`config.mk`:
```
export PLATFORM = sky130hd
export DESIGN_NAME = pfail_nv_ctrl
export DESIGN_NICKNAME = d
export VERILOG_FILES = /design/src/rtl/pfail_nv_pkg.sv /design/src/rtl/pfail_op_timer.sv /design/src/rtl/pfail_req_track.sv /design/src/rtl/pfail_seq_fsm.sv /design/src/rtl/pfail_nv_ctrl.sv
export SDC_FILE = /design/constraint.sdc
export NUM_CORES = 1
export LEC_CHECK = 0
export ABC_AREA = 1
export BUFFER_PORTS_ARGS = -buffer_cell sky130_fd_sc_hd__buf_2
export CAP_MARGIN = 20
export CORE_UTILIZATION = 65
export DETAILED_ROUTE_END_ITERATION = 6
export PLACE_DENSITY = 0.84
export SYNTH_ARGS = -nofsm -noshare
export SYNTH_HDL_FRONTEND = slang
export SYNTH_SLANG_ARGS = --single-unit
```
`constraint.sdc`:
```
create_clock -name clk_i -period 4.2 [get_ports clk_i]
set_input_delay 0.63 -clock clk_i [delete_from_list [all_inputs] [get_ports clk_i]]
set_output_delay 0.63 -clock clk_i [all_outputs]
set_load 0.01 [all_outputs]
```
`src/rtl/pfail_nv_pkg.sv`:
```
package pfail_nv_pkg;
  typedef enum logic [2:0] {
    ST_IDLE         = 3'd0,
    ST_STORE_DELAY  = 3'd1,
    ST_STORING      = 3'd2,
    ST_POWERED_DOWN = 3'd3,
    ST_RECALLING    = 3'd4
  } pf_state_e;
endpackage

```
`src/rtl/pfail_op_timer.sv`:
```
module pfail_op_timer #(
  parameter int CNT_W = 8
) (
  input  logic             clk_i,
  input  logic             rst_ni,
  input  logic             clr_i,
  input  logic             en_i,
  input  logic [CNT_W-1:0] limit_i,
  output logic             last_o,
  output logic             first_o
);
  logic [CNT_W-1:0] cnt_q;

  always_ff @(posedge clk_i or negedge rst_ni) begin
    if (!rst_ni)      cnt_q <= '0;
    else if (clr_i)   cnt_q <= '0;
    else if (en_i)    cnt_q <= cnt_q + CNT_W'(1);
  end

  assign last_o  = en_i && (cnt_q == limit_i - CNT_W'(1));
  assign first_o = en_i && (cnt_q == '0);


  no_overrun_chk: assert property (@(posedge clk_i) disable iff (!rst_ni)
    en_i |-> (cnt_q < limit_i));
endmodule

```
`src/rtl/pfail_req_track.sv`:
```
module pfail_req_track (
  input  logic clk_i,
  input  logic rst_ni,
  input  logic below_reset_i,
  input  logic wr_ok_i,
  input  logic store_done_i,
  input  logic recall_done_i,
  output logic dirty_o,
  output logic recall_req_o
);
  logic dirty_q, req_q;

  always_ff @(posedge clk_i or negedge rst_ni) begin
    if (!rst_ni) begin
      dirty_q <= 1'b0;
      req_q   <= 1'b1;
    end else begin
      if (store_done_i || recall_done_i) dirty_q <= 1'b0;
      else if (wr_ok_i)                  dirty_q <= 1'b1;
      // a new low-supply event wins over completion
      if (below_reset_i)      req_q <= 1'b1;
      else if (recall_done_i) req_q <= 1'b0;
    end
  end

  assign dirty_o      = dirty_q;
  assign recall_req_o = req_q;


  dirty_src_chk: assert property (@(posedge clk_i) disable iff (!rst_ni)
    $rose(dirty_q) |-> $past(wr_ok_i));

  dirty_clr_chk: assert property (@(posedge clk_i) disable iff (!rst_ni)
    (store_done_i || recall_done_i) |=> !dirty_q);

  req_latch_chk: assert property (@(posedge clk_i) disable iff (!rst_ni)
    below_reset_i |=> req_q);
endmodule

```
`src/rtl/pfail_seq_fsm.sv`:
```
module pfail_seq_fsm
  import pfail_nv_pkg::*;
#(
  parameter int CNT_W       = 8,
  parameter int DELAY_CYC   = 4,
  parameter int STORE_CYC   = 16,
  parameter int RESTORE_CYC = 64
) (
  input  logic             clk_i,
  input  logic             rst_ni,
  input  logic             above_switch_i,
  input  logic             dirty_i,
  input  logic             recall_req_i,
  input  logic             last_i,
  output pf_state_e        state_o,
  output logic             tmr_clr_o,
  output logic             tmr_en_o,
  output logic [CNT_W-1:0] limit_o,
  output logic             store_done_o,
  output logic             recall_done_o
);
  pf_state_e state_q, state_d;

  always_comb begin
    state_d = state_q;
    unique case (state_q)
      ST_IDLE:
        if (!above_switch_i) state_d = dirty_i ? ST_STORE_DELAY : ST_POWERED_DOWN;
      ST_STORE_DELAY:
        if (last_i) state_d = ST_STORING;
      ST_STORING:
        if (last_i) state_d = ST_POWERED_DOWN;
      ST_POWERED_DOWN:
        if (above_switch_i) state_d = recall_req_i ? ST_RECALLING : ST_IDLE;
      ST_RECALLING:
        if (!above_switch_i) state_d = ST_POWERED_DOWN;
        else if (last_i)     state_d = ST_IDLE;
      default: state_d = ST_POWERED_DOWN;
    endcase
  end

  always_ff @(posedge clk_i or negedge rst_ni) begin
    if (!rst_ni) state_q <= ST_POWERED_DOWN;
    else         state_q <= state_d;
  end

  always_comb begin
    unique case (state_q)
      ST_STORE_DELAY: limit_o = CNT_W'(DELAY_CYC);
      ST_STORING:     limit_o = CNT_W'(STORE_CYC);
      default:        limit_o = CNT_W'(RESTORE_CYC);
    endcase
  end

  assign tmr_clr_o     = (state_d != state_q);
  assign tmr_en_o      = (state_q == ST_STORE_DELAY) || (state_q == ST_STORING) ||
                         (state_q == ST_RECALLING);
  assign store_done_o  = (state_q == ST_STORING) && last_i;
  assign recall_done_o = (state_q == ST_RECALLING) && above_switch_i && last_i;
  assign state_o       = state_q;


  store_start_chk: assert property (@(posedge clk_i) disable iff (!rst_ni)
    (state_q == ST_STORE_DELAY && $past(state_q) == ST_IDLE) |-> $past(dirty_i && !above_switch_i));

  recall_start_chk: assert property (@(posedge clk_i) disable iff (!rst_ni)
    (state_q == ST_RECALLING && $past(state_q) != ST_RECALLING) |-> $past(above_switch_i && recall_req_i));

  recall_abort_chk: assert property (@(posedge clk_i) disable iff (!rst_ni)
    (state_q == ST_RECALLING && !above_switch_i) |=> state_q == ST_POWERED_DOWN);
endmodule

```
`src/rtl/pfail_nv_ctrl.sv`:
```
module pfail_nv_ctrl
  import pfail_nv_pkg::*;
#(
  parameter int DELAY_CYC   = 250,
  parameter int STORE_CYC   = 2_500_000,
  parameter int RESTORE_CYC = 137_500
) (
  input  logic clk_i,
  input  logic rst_ni,
  input  logic above_switch_i,
  input  logic above_reset_i,
  input  logic wr_strobe_i,
  output logic store_active_o,
  output logic recall_active_o,
  output logic wr_inhibit_o,
  output logic busy_o,
  output logic store_copy_o,
  output logic recall_copy_o
);
  localparam int MAX_A   = (DELAY_CYC > STORE_CYC) ? DELAY_CYC : STORE_CYC;
  localparam int MAX_CYC = (MAX_A > RESTORE_CYC) ? MAX_A : RESTORE_CYC;
  localparam int CNT_W   = $clog2(MAX_CYC + 1);

  pf_state_e        state;
  logic             tmr_clr, tmr_en, tmr_last, tmr_first;
  logic [CNT_W-1:0] limit;
  logic             store_done, recall_done, dirty, recall_req, wr_ok;

  pfail_seq_fsm #(
    .CNT_W(CNT_W), .DELAY_CYC(DELAY_CYC), .STORE_CYC(STORE_CYC), .RESTORE_CYC(RESTORE_CYC)
  ) u_fsm (
    .clk_i, .rst_ni, .above_switch_i,
    .dirty_i(dirty), .recall_req_i(recall_req), .last_i(tmr_last),
    .state_o(state), .tmr_clr_o(tmr_clr), .tmr_en_o(tmr_en), .limit_o(limit),
    .store_done_o(store_done), .recall_done_o(recall_done)
  );

  pfail_op_timer #(.CNT_W(CNT_W)) u_tmr (
    .clk_i, .rst_ni, .clr_i(tmr_clr), .en_i(tmr_en), .limit_i(limit),
    .last_o(tmr_last), .first_o(tmr_first)
  );

  assign wr_inhibit_o = (state != ST_IDLE) || !above_switch_i;
  assign wr_ok        = wr_strobe_i && !wr_inhibit_o;

  pfail_req_track u_req (
    .clk_i, .rst_ni, .below_reset_i(!above_reset_i), .wr_ok_i(wr_ok),
    .store_done_i(store_done), .recall_done_i(recall_done),
    .dirty_o(dirty), .recall_req_o(recall_req)
  );

  assign store_active_o  = (state == ST_STORE_DELAY) || (state == ST_STORING);
  assign recall_active_o = (state == ST_RECALLING);
  assign busy_o          = tmr_en;
  assign store_copy_o    = (state == ST_STORING) && tmr_first;
  assign recall_copy_o   = (state == ST_RECALLING) && tmr_first;


  store_copy_once_chk: assert property (@(posedge clk_i) disable iff (!rst_ni)
    store_copy_o |=> !store_copy_o);

  busy_match_chk: assert property (@(posedge clk_i) disable iff (!rst_ni)
    busy_o == (store_active_o || recall_active_o));

  inhibit_chk: assert property (@(posedge clk_i) disable iff (!rst_ni)
    !above_switch_i |-> wr_inhibit_o);
endmodule

```
## After elaboration in Yosys (flattened, before gate mapping)

Cells that the tools add are included.

- Register bits: 27
- Bits of input ports: 5
- Output and inout port bits: 6
- Word-level logic and storage cells: 48

- Add/sub/neg operators: 2
- Eq/ne operators: 7
- Mux-type cells: 16
- Reductions and logical operators: 19

Operators with widths:

| kind | count |
|---|---|
| $mux W22 | 2 |
| $pmux W22 S2 | 1 |
| $add A22 B1 Y22 const B | 1 |
| $eq A22 B22 Y1 | 1 |
| $logic_not A22 Y1 | 1 |
| $sub A22 B1 Y22 const B | 1 |
| $mux W3 | 7 |
| $pmux W3 S5 | 1 |
| $logic_and A1 B1 Y1 | 8 |
| $eq A3 B2 Y1 const B | 2 |
| $logic_or A1 B1 Y1 | 4 |
| $mux W1 | 4 |
| $reduce_bool A2 Y1 | 2 |
| $eq A3 B1 Y1 const B | 1 |
| $eq A3 B3 Y1 const B | 1 |
| $logic_not A3 Y1 | 1 |
| $ne A3 B3 Y1 | 1 |
| $reduce_bool A3 Y1 | 1 |
| $logic_not A1 Y1 | 2 |
| $mux W2 | 1 |
| $ne A2 B1 Y1 const B | 1 |

## Logic depth before layout (Yosys ltp)

Gate-level depths: netlist (run 1).

- Word-level depth: 10
- Mapped depth: 16
- Gate-level depth less buffers: 14

## By module

From an unflattened synthesis (run 1), not the netlist that was laid out.

- Cells, all modules: 478
- Area total of the unflattened synthesis: 2864.0 sq um

Modules (own cells, without submodules):

| module | times used | cells an instance | area each (sq um) | seq. area each (sq um) |
|---|---|---|---|---|
| pfail_op_timer | 1 | 377 | 2260.9 | 550.5 |
| pfail_seq_fsm | 1 | 73 | 437.9 | 77.6 |
| pfail_nv_ctrl | 1 | 18 | 83.8 | 0.0 |
| pfail_req_track | 1 | 10 | 81.3 | 51.3 |

## Worst setup path after synthesis (run 1)

OpenSTA, ideal clock, no wires.

- Path kind: register to register
- From: register u_fsm.state_q[1], in the netlist u_fsm.state_o[1]
- To: register u_tmr.cnt_q[6]
- Library setup time: 0.122 ns
- Arrival time: 1.729 ns
- Data required time: 4.078 ns
- Path slack: 2.349 ns
- Stages on the path, launching flop included: 14
- Path buffers: 2
- Clock period less this slack: 1.851 ns
- Path through: dfstp_2 > buf_6 > nor2_2 > nand2_2 > inv_1 > o21ai_1 > nand2_1 > a21oi_1 > nand3_2 > nand2_1 > nand2_1 > nand2_2 > buf_6 > nor2_2

- Elaborated cells between the ends (all ways): 21
- Classes of those cells: 1 x add/sub; 6 x eq/ne; 9 x mux; 5 x reduce/logical

RTL lines:

| element | RTL line | RTL |
|---|---|---|
| from (decl) | pfail_seq_fsm.sv:22 | `pf_state_e state_q, state_d;` |
| from (signal assigned) | pfail_seq_fsm.sv:44 | `else state_q <= state_d;` |
| $eq A3 B3 Y1 * | - |  |
| named net recall_active_o | pfail_nv_ctrl.sv:14 | `output logic recall_active_o,` |
| $logic_or A1 B1 Y1 | pfail_seq_fsm.sv:56 | `assign tmr_en_o = (state_q == ST_STORE_DELAY) \|\| (state_q == ST_STORING) \|\|` |
| $logic_and A1 B1 Y1 | pfail_op_timer.sv:20 | `assign last_o = en_i && (cnt_q == limit_i - CNT_W'(1));` |
| $mux W3 | pfail_seq_fsm.sv:37 | `else if (last_i) state_d = ST_IDLE;` |
| $mux W3 | pfail_seq_fsm.sv:36 | `if (!above_switch_i) state_d = ST_POWERED_DOWN;` |
| $pmux W3 S5 * | pfail_seq_fsm.sv:26 | `unique case (state_q)` |
| named net u_fsm.state_d[0] | pfail_seq_fsm.sv:22 |  |
| $ne A3 B3 Y1 * | pfail_seq_fsm.sv:55 | `assign tmr_clr_o = (state_d != state_q);` |
| $mux W22 / $reduce_bool A2 Y1 (equally long branches) | - |  |
| to (signal assigned) | pfail_op_timer.sv:17 | `else if (en_i) cnt_q <= cnt_q + CNT_W'(1);` |
| to (decl) | pfail_op_timer.sv:12 | `logic [CNT_W-1:0] cnt_q;` |

The timed path passes the listed nets; every way through them passes the cells marked *.
A chain may end at the register's enable or synchronous reset.

## Worst setup path in the final report (run 1)

- From: register u_tmr.cnt_q[5]
- To: output store_copy_o

- Longest elaborated chain between the ends: 3

Ends and longest elaborated chain:

| element | RTL line | RTL |
|---|---|---|
| $logic_not A22 Y1 | pfail_op_timer.sv:21 | `assign first_o = en_i && (cnt_q == '0);` |
| $logic_and A1 B1 Y1 | pfail_op_timer.sv:21 |  |
| $logic_and A1 B1 Y1 | pfail_nv_ctrl.sv:55 | `assign store_copy_o = (state == ST_STORING) && tmr_first;` |
| to (decl) | pfail_nv_ctrl.sv:17 | `output logic store_copy_o,` |

No other way between the ends.

==> flow_metrics.tcl, run 1 <==
set metrics [dict create \
    insertion_delay_ns 0.33 \
    report.final.setup_viol 0 \
    yosys.area_share.xor_xnor_pct 6.791 \
    diodes 0 \
    fmax_mhz 413.1 \
    vdd_ir_drop_max_mv 0.6263 \
    grt_util_all_layers_pct 28.57 \
    drt_wl_total_um 3735 \
    die_y_um 54.71 \
    tightest_slew_ns 0.6050 \
    slew_viol_final 0 \
    synth_fa_ha_area_share_pct 1.386 \
    antenna_found_initial 0 \
    nets 274 \
    power_leakage_nw 0.8511 \
    fin_tns_setup_ns 0 \
    synth_area_per_cell_um2 7.053 \
    grt_max_degree 28 \
    vias 1608 \
    ios 11 \
    holdWs_ns 0.2825 \
    crit_fanout 4 \
    synth_compound_area_share_pct 4.158 \
    period_needed_ns 2.421 \
    grt-ovfl-total 0 \
    post-route-period-util_pct 57.64 \
    coreArea_um2 2545 \
    layoutNonFillerInstCount 296 \
    synth_top_family_by_area "simple AND/OR/NAND/NOR gates" \
    synth_nets 263 \
    placed_cells 292 \
    synthMuxAreaShare_pct 0 \
    place_congestion 0.9114 \
    synth_top_area_share_pct 33.26 \
    dieWidth_um 54.71 \
    rows 18 \
    synth-simple-area-share_pct 40.82 \
    end_kind "output pin" \
    drtIter0Drc 56 \
    cts_resized 0 \
    powerDensity_nw_per_um2 452.9 \
    clockBufferDepth 2 \
    vias_per_cell 5.432 \
    dieArea_um2 2993 \
    layout_common_cells "nand2_1 (57), nor2_1 (46), inv_1 (33)" \
    synthToLayoutAreaGrowth_pct 4.366 \
    hold_violations 0 \
    layout-drive-gt1-share_pct 15.04 \
    syn_area_um2 1805 \
    worstPathArrival_ns 1.79 \
    rsz0062_at_grt "no" \
    synth_top_cells_by_area "dfrtp_1 (33%), nand2_1 (12%), nor2_1 (9.6%), inv_1 (6.9%), xor2_1 (5.3%)" \
    hpwl_um 2857 \
    root_buffer "clkbuf_4" \
    final_util_pct 74.04 \
    cp_data_required_time_ns 3.57 \
    hold_buffers 0 \
    cts.htree.levels 1 \
    firstDrtPassIters 4 \
    grt_pass1_wl_um 5982 \
    portBuffers 10 \
    initial_utilization_pct 70.94 \
    synth_seq_area_share_pct 37.63 \
    yosysTopAreaCell "dfrtp_1" \
    ys.warnings.count 0 \
    avgRoutedWirePerCell_um 12.62 \
    run_status "finished, final reports clean" \
    cts_tree "built" \
    min_path_type "primary input to asynchronous set/reset pin" \
    start_kind "flip-flop" \
    postCtsSetupBuffers 0 \
    grt_pass1_vias 1338 \
    place_area_um2 1854 \
    drc 0 \
    clkTransAtPathRegs_ns 0.15 \
    clock_sinks 27 \
    cap_viol_max_count 0 \
    cts_buffers 3 \
    layout_commonest_cell "nand2_1" \
    crit_type "flip-flop to output pin" \
    synth_seq_cells 27 \
    synth.distinct_cells 26 \
    slew_headroom_pct 59.67 \
    fin_skew_ns 0.002123 \
    stdcell_area_um2 1884 \
    synthCells 256 \
    detail-route-antenna-nets 0 \
]
-- kinds of logic after synthesis --
kind of cell | after synthesis
compound gates | 14
xor+xnor | 14
fa+ha+maj | 2
buf+inv | 38
flops | 27
simple gates | 161
-- path summary, 6_finish.rpt --
| kind | startpoint | endpoint | slack, ns | depth (start not counted) |
|---|---|---|---|---|
| worst max-delay path | u_tmr.cnt_q[5] | store_copy_o | 1.78 | 6 |
| worst min-delay path | rst_ni | u_tmr.cnt_q[12] | 0.28 | 1 |
| max in group asynchronous | rst_ni | u_tmr.cnt_q[3] | 3.53 | 1 |
| worst min register to register | u_req.recall_req_o | u_req.recall_req_o | 0.52 | 2 |
| min in group clk_i | above_reset_i | u_req.recall_req_o | 0.44 | 2 |
| worst max register to register | u_fsm.state_o[0] | u_tmr.cnt_q[13] | 1.93 | 13 |
-- area by class of cell --
| cell class | instances | area [um^2] |
|---|---|---|
| inverter | 34 | 127.6 |
| clock inverter | 1 | 7.507 |
| timing repair buffer | 10 | 50.05 |
| fill | 203 | 660.6 |
| multi-input combinational | 191 | 959.7 |
| clock buffer | 3 | 22.52 |
| tap | 30 | 37.54 |
| sequential | 27 | 679.4 |
-- report_power, final --
group          internal (mW)  total, mW  switching, mW
sequential             0.290      0.320         0.0303
combinational          0.125      0.418          0.293
clock                 0.0365      0.115         0.0787
total                  0.451      0.853          0.402
-- per-layer routing --
metal / GRT usage [%] / wire [um] / part of all wire [%] / vias up
li1: - / - / - / 826
met1: 41.74 / 1873 / 50 / 736
met2: 43.57 / 1628 / 44 / 42
met3: 5.833 / 198 / 5.3 / 4
met4: 5.128 / 34 / 0.91 / 0
met5: 0 / 0 / 0 / -
-- stage by stage --
step	setup WS (ns)	total power, mW
after global placement	1.983	0.7390
final	1.779	0.8533
after floorplan	2.349	0.6949
after detailed placement	1.926	0.7476
after global routing	1.684	0.9397
after CTS	1.813	0.8652
-- cell usage after synthesis --
| cell type | n |
|---|---|
| nand3_2 | 2 |
| buf_6 | 3 |
| o21ai_0 | 8 |
| nand2_2 | 4 |
| nand4_1 | 6 |
| dfstp_2 | 3 |
| a21oi_1 | 3 |
| or2_1 | 1 |
| a31o_2 | 1 |
| xnor2_1 | 3 |
| buf_2 | 1 |
| nand3_1 | 15 |
| inv_2 | 1 |
| nand3_4 | 1 |
| nor3_1 | 10 |
| o22ai_1 | 1 |
| nor2_1 | 46 |
| inv_1 | 33 |
| nor2_2 | 14 |
| xor2_1 | 11 |
| nand2_1 | 57 |
| dfrtp_1 | 24 |
| and3_1 | 1 |
| nor4_1 | 4 |
| ha_1 | 2 |
| o21ai_1 | 1 |
-- flip-flops by register name, summed over array words and instances (netlist names) --
signal              count
u_req.dirty_o           1
u_fsm.state_o           3
u_tmr.cnt_q            22
u_req.recall_req_o      1
-- critical path, stage by stage, from the launching register on --
cell     delay [ns]
dfrtp_1        0.43
nor2_1         0.23
nand3_1        0.17
nor3_1         0.16
nand4_1        0.15
nor2_1         0.16
buf_2          0.15
(Power assumes the default switching activity.)
==> run 2: changes to the inputs <==
Settings changed: CORE_UTILIZATION 65 to 60, PLACE_DENSITY 0.84 to 0.79.
Clock period 4.2 ns to 2.5 ns, I/O delays scaled along.
==> flow_metrics.tcl, run 2 (synthesized netlist as in run 1, its figures left out) <==
set metrics [dict create \
    grt-ovfl-total 0 \
    rows 19 \
    cts.htree.levels 1 \
    r2r-start "u_fsm.state_o[0]" \
    cts_resized 0 \
    hold_buffers 0 \
    layout-drive-gt1-share_pct 14.66 \
    period_needed_ns 2.138 \
    vias_per_cell 5.431 \
    clock_sinks 27 \
    cpMaxStageDelayCell "dfstp_2" \
    min_path_type "primary input to asynchronous set/reset pin" \
    grt_pass1_vias 1481 \
    clkTransAtPathRegs_ns 0.15 \
    die_y_um 56.86 \
    path_cells "nor2_1 -> nand2_2 -> nand2_1 -> o21ai_0 -> nand2_1 -> nor2_2 -> nand3_1 -> nand3_1 -> nand2_1 -> nor2_1 -> nand2_4 -> nor2_1" \
    largest_reg_flops 22 \
    cpPeakStageDelay_ns 0.62 \
    critical_path.top_delay_family "simple AND/OR/NAND/NOR gates" \
    detail-route-antenna-nets 0 \
    insertion_delay_ns 0.34 \
    crit_fanout 22 \
    holdWs_ns 0.008454 \
    cts_buffers 3 \
    grt_max_degree 28 \
    synthToLayoutAreaGrowth_pct 4.505 \
    vdd_ir_drop_max_mv 0.4991 \
    layout_common_cells "nand2_1 (57), nor2_1 (46), inv_1 (33)" \
    drt_wl_total_um 3796 \
    firstDrtPassIters 6 \
    crit_buf_inv 0 \
    hold_violations 0 \
    end_kind "flip-flop" \
    layout_commonest_cell "nand2_1" \
    antenna_found_initial 0 \
    diodes 0 \
    postCtsSetupBuffers 0 \
    place_congestion 0.8944 \
    ios 11 \
    fmax_mhz 467.6 \
    grt_pass1_wl_um 6617 \
    drtIter0Drc 109 \
    fill_cells 257 \
    grt_util_all_layers_pct 27.16 \
    tightest_slew_ns 0.5863 \
    coreArea_um2 2805 \
    report.final.setup_viol 0 \
    crit_type "flip-flop to flip-flop" \
    cp_data_required_time_ns 2.78 \
    final_util_pct 67.26 \
    run_status "finished with violations" \
    start_kind "flip-flop" \
    rsz0062_at_grt "no" \
    fin_skew_ns 0.005220 \
    initial_utilization_pct 64.36 \
    placed_cells 293 \
    largest_register "u_tmr.cnt_q" \
    avgRoutedWirePerCell_um 12.78 \
    cts_tree "built" \
    failed_checks "design-rule violations" \
    worstPathArrival_ns 2.41 \
    post-route-period-util_pct 85.53 \
    total_power_mw 1.472 \
    powerDensity_nw_per_um2 779.9 \
    dieWidth_um 56.86 \
    nets 274 \
    dieArea_um2 3232 \
    drc 6 \
    crit_start "u_fsm.state_o[0]" \
    portBuffers 10 \
    root_buffer "clkbuf_4" \
    vias 1613 \
    clockBufferDepth 2 \
    slew_viol_final 0 \
    slew_headroom_pct 60.91 \
    fin_tns_setup_ns 0 \
    hpwl_um 2859 \
    power_leakage_nw 0.8569 \
    layoutNonFillerInstCount 297 \
    cap_viol_max_count 0 \
]
[run 2: final timing paths]
check | slack [ns] | cells after the start | end
worst max-delay path | 0.36 | 12 | u_tmr.cnt_q[13]
worst min-delay path | 0.008 | 1 | u_tmr.cnt_q[12]
worst max register to register | 0.36 | 12 | u_tmr.cnt_q[13]
worst min register to register | 0.50 | 2 | u_req.recall_req_o
max in group asynchronous | 2.10 | 1 | u_fsm.state_o[1]
min in group clk_i | 0.17 | 2 | u_req.recall_req_o
[run 2: power by group]
group	internal, mW	leakage [nW]	switching, mW
clock	0.0628	0.0150	0.137
sequential	0.487	0.361	0.0512
combinational	0.217	0.480	0.517
[run 2: area by class of cell]
cell class,instances,area (um^2),share of cell area (%)
Multi-Input combinational cell,191,964.7,51.13
Sequential cell,27,679.4,36.01
Inverter,34,127.6,6.764
Timing Repair Buffer,10,50.05,2.653
Tap cell,31,38.79,2.056
Clock buffer,4,26.28,1.393
[run 2: per-layer routing]
| metal | up-vias | GRT usage, % | wire length [um] |
|---|---|---|---|
| met3 | 7 | 4.147 | 168 |
| met5 | - | 0 | 0 |
| met4 | 0 | 12.89 | 77 |
| met2 | 46 | 43.03 | 1753 |
| met1 | 729 | 36.51 | 1797 |
| li1 | 831 | - | - |
[run 2: through the flow]
stage / instance area [um^2] / setup WS, ns
after floorplan: 1805 / 0.6487
after global placement: 1856 / 0.3463
after detailed placement: 1856 / 0.2373
after CTS: 1882 / 0.2303
after global routing: 1887 / 0.1020
final: 1887 / 0.3616
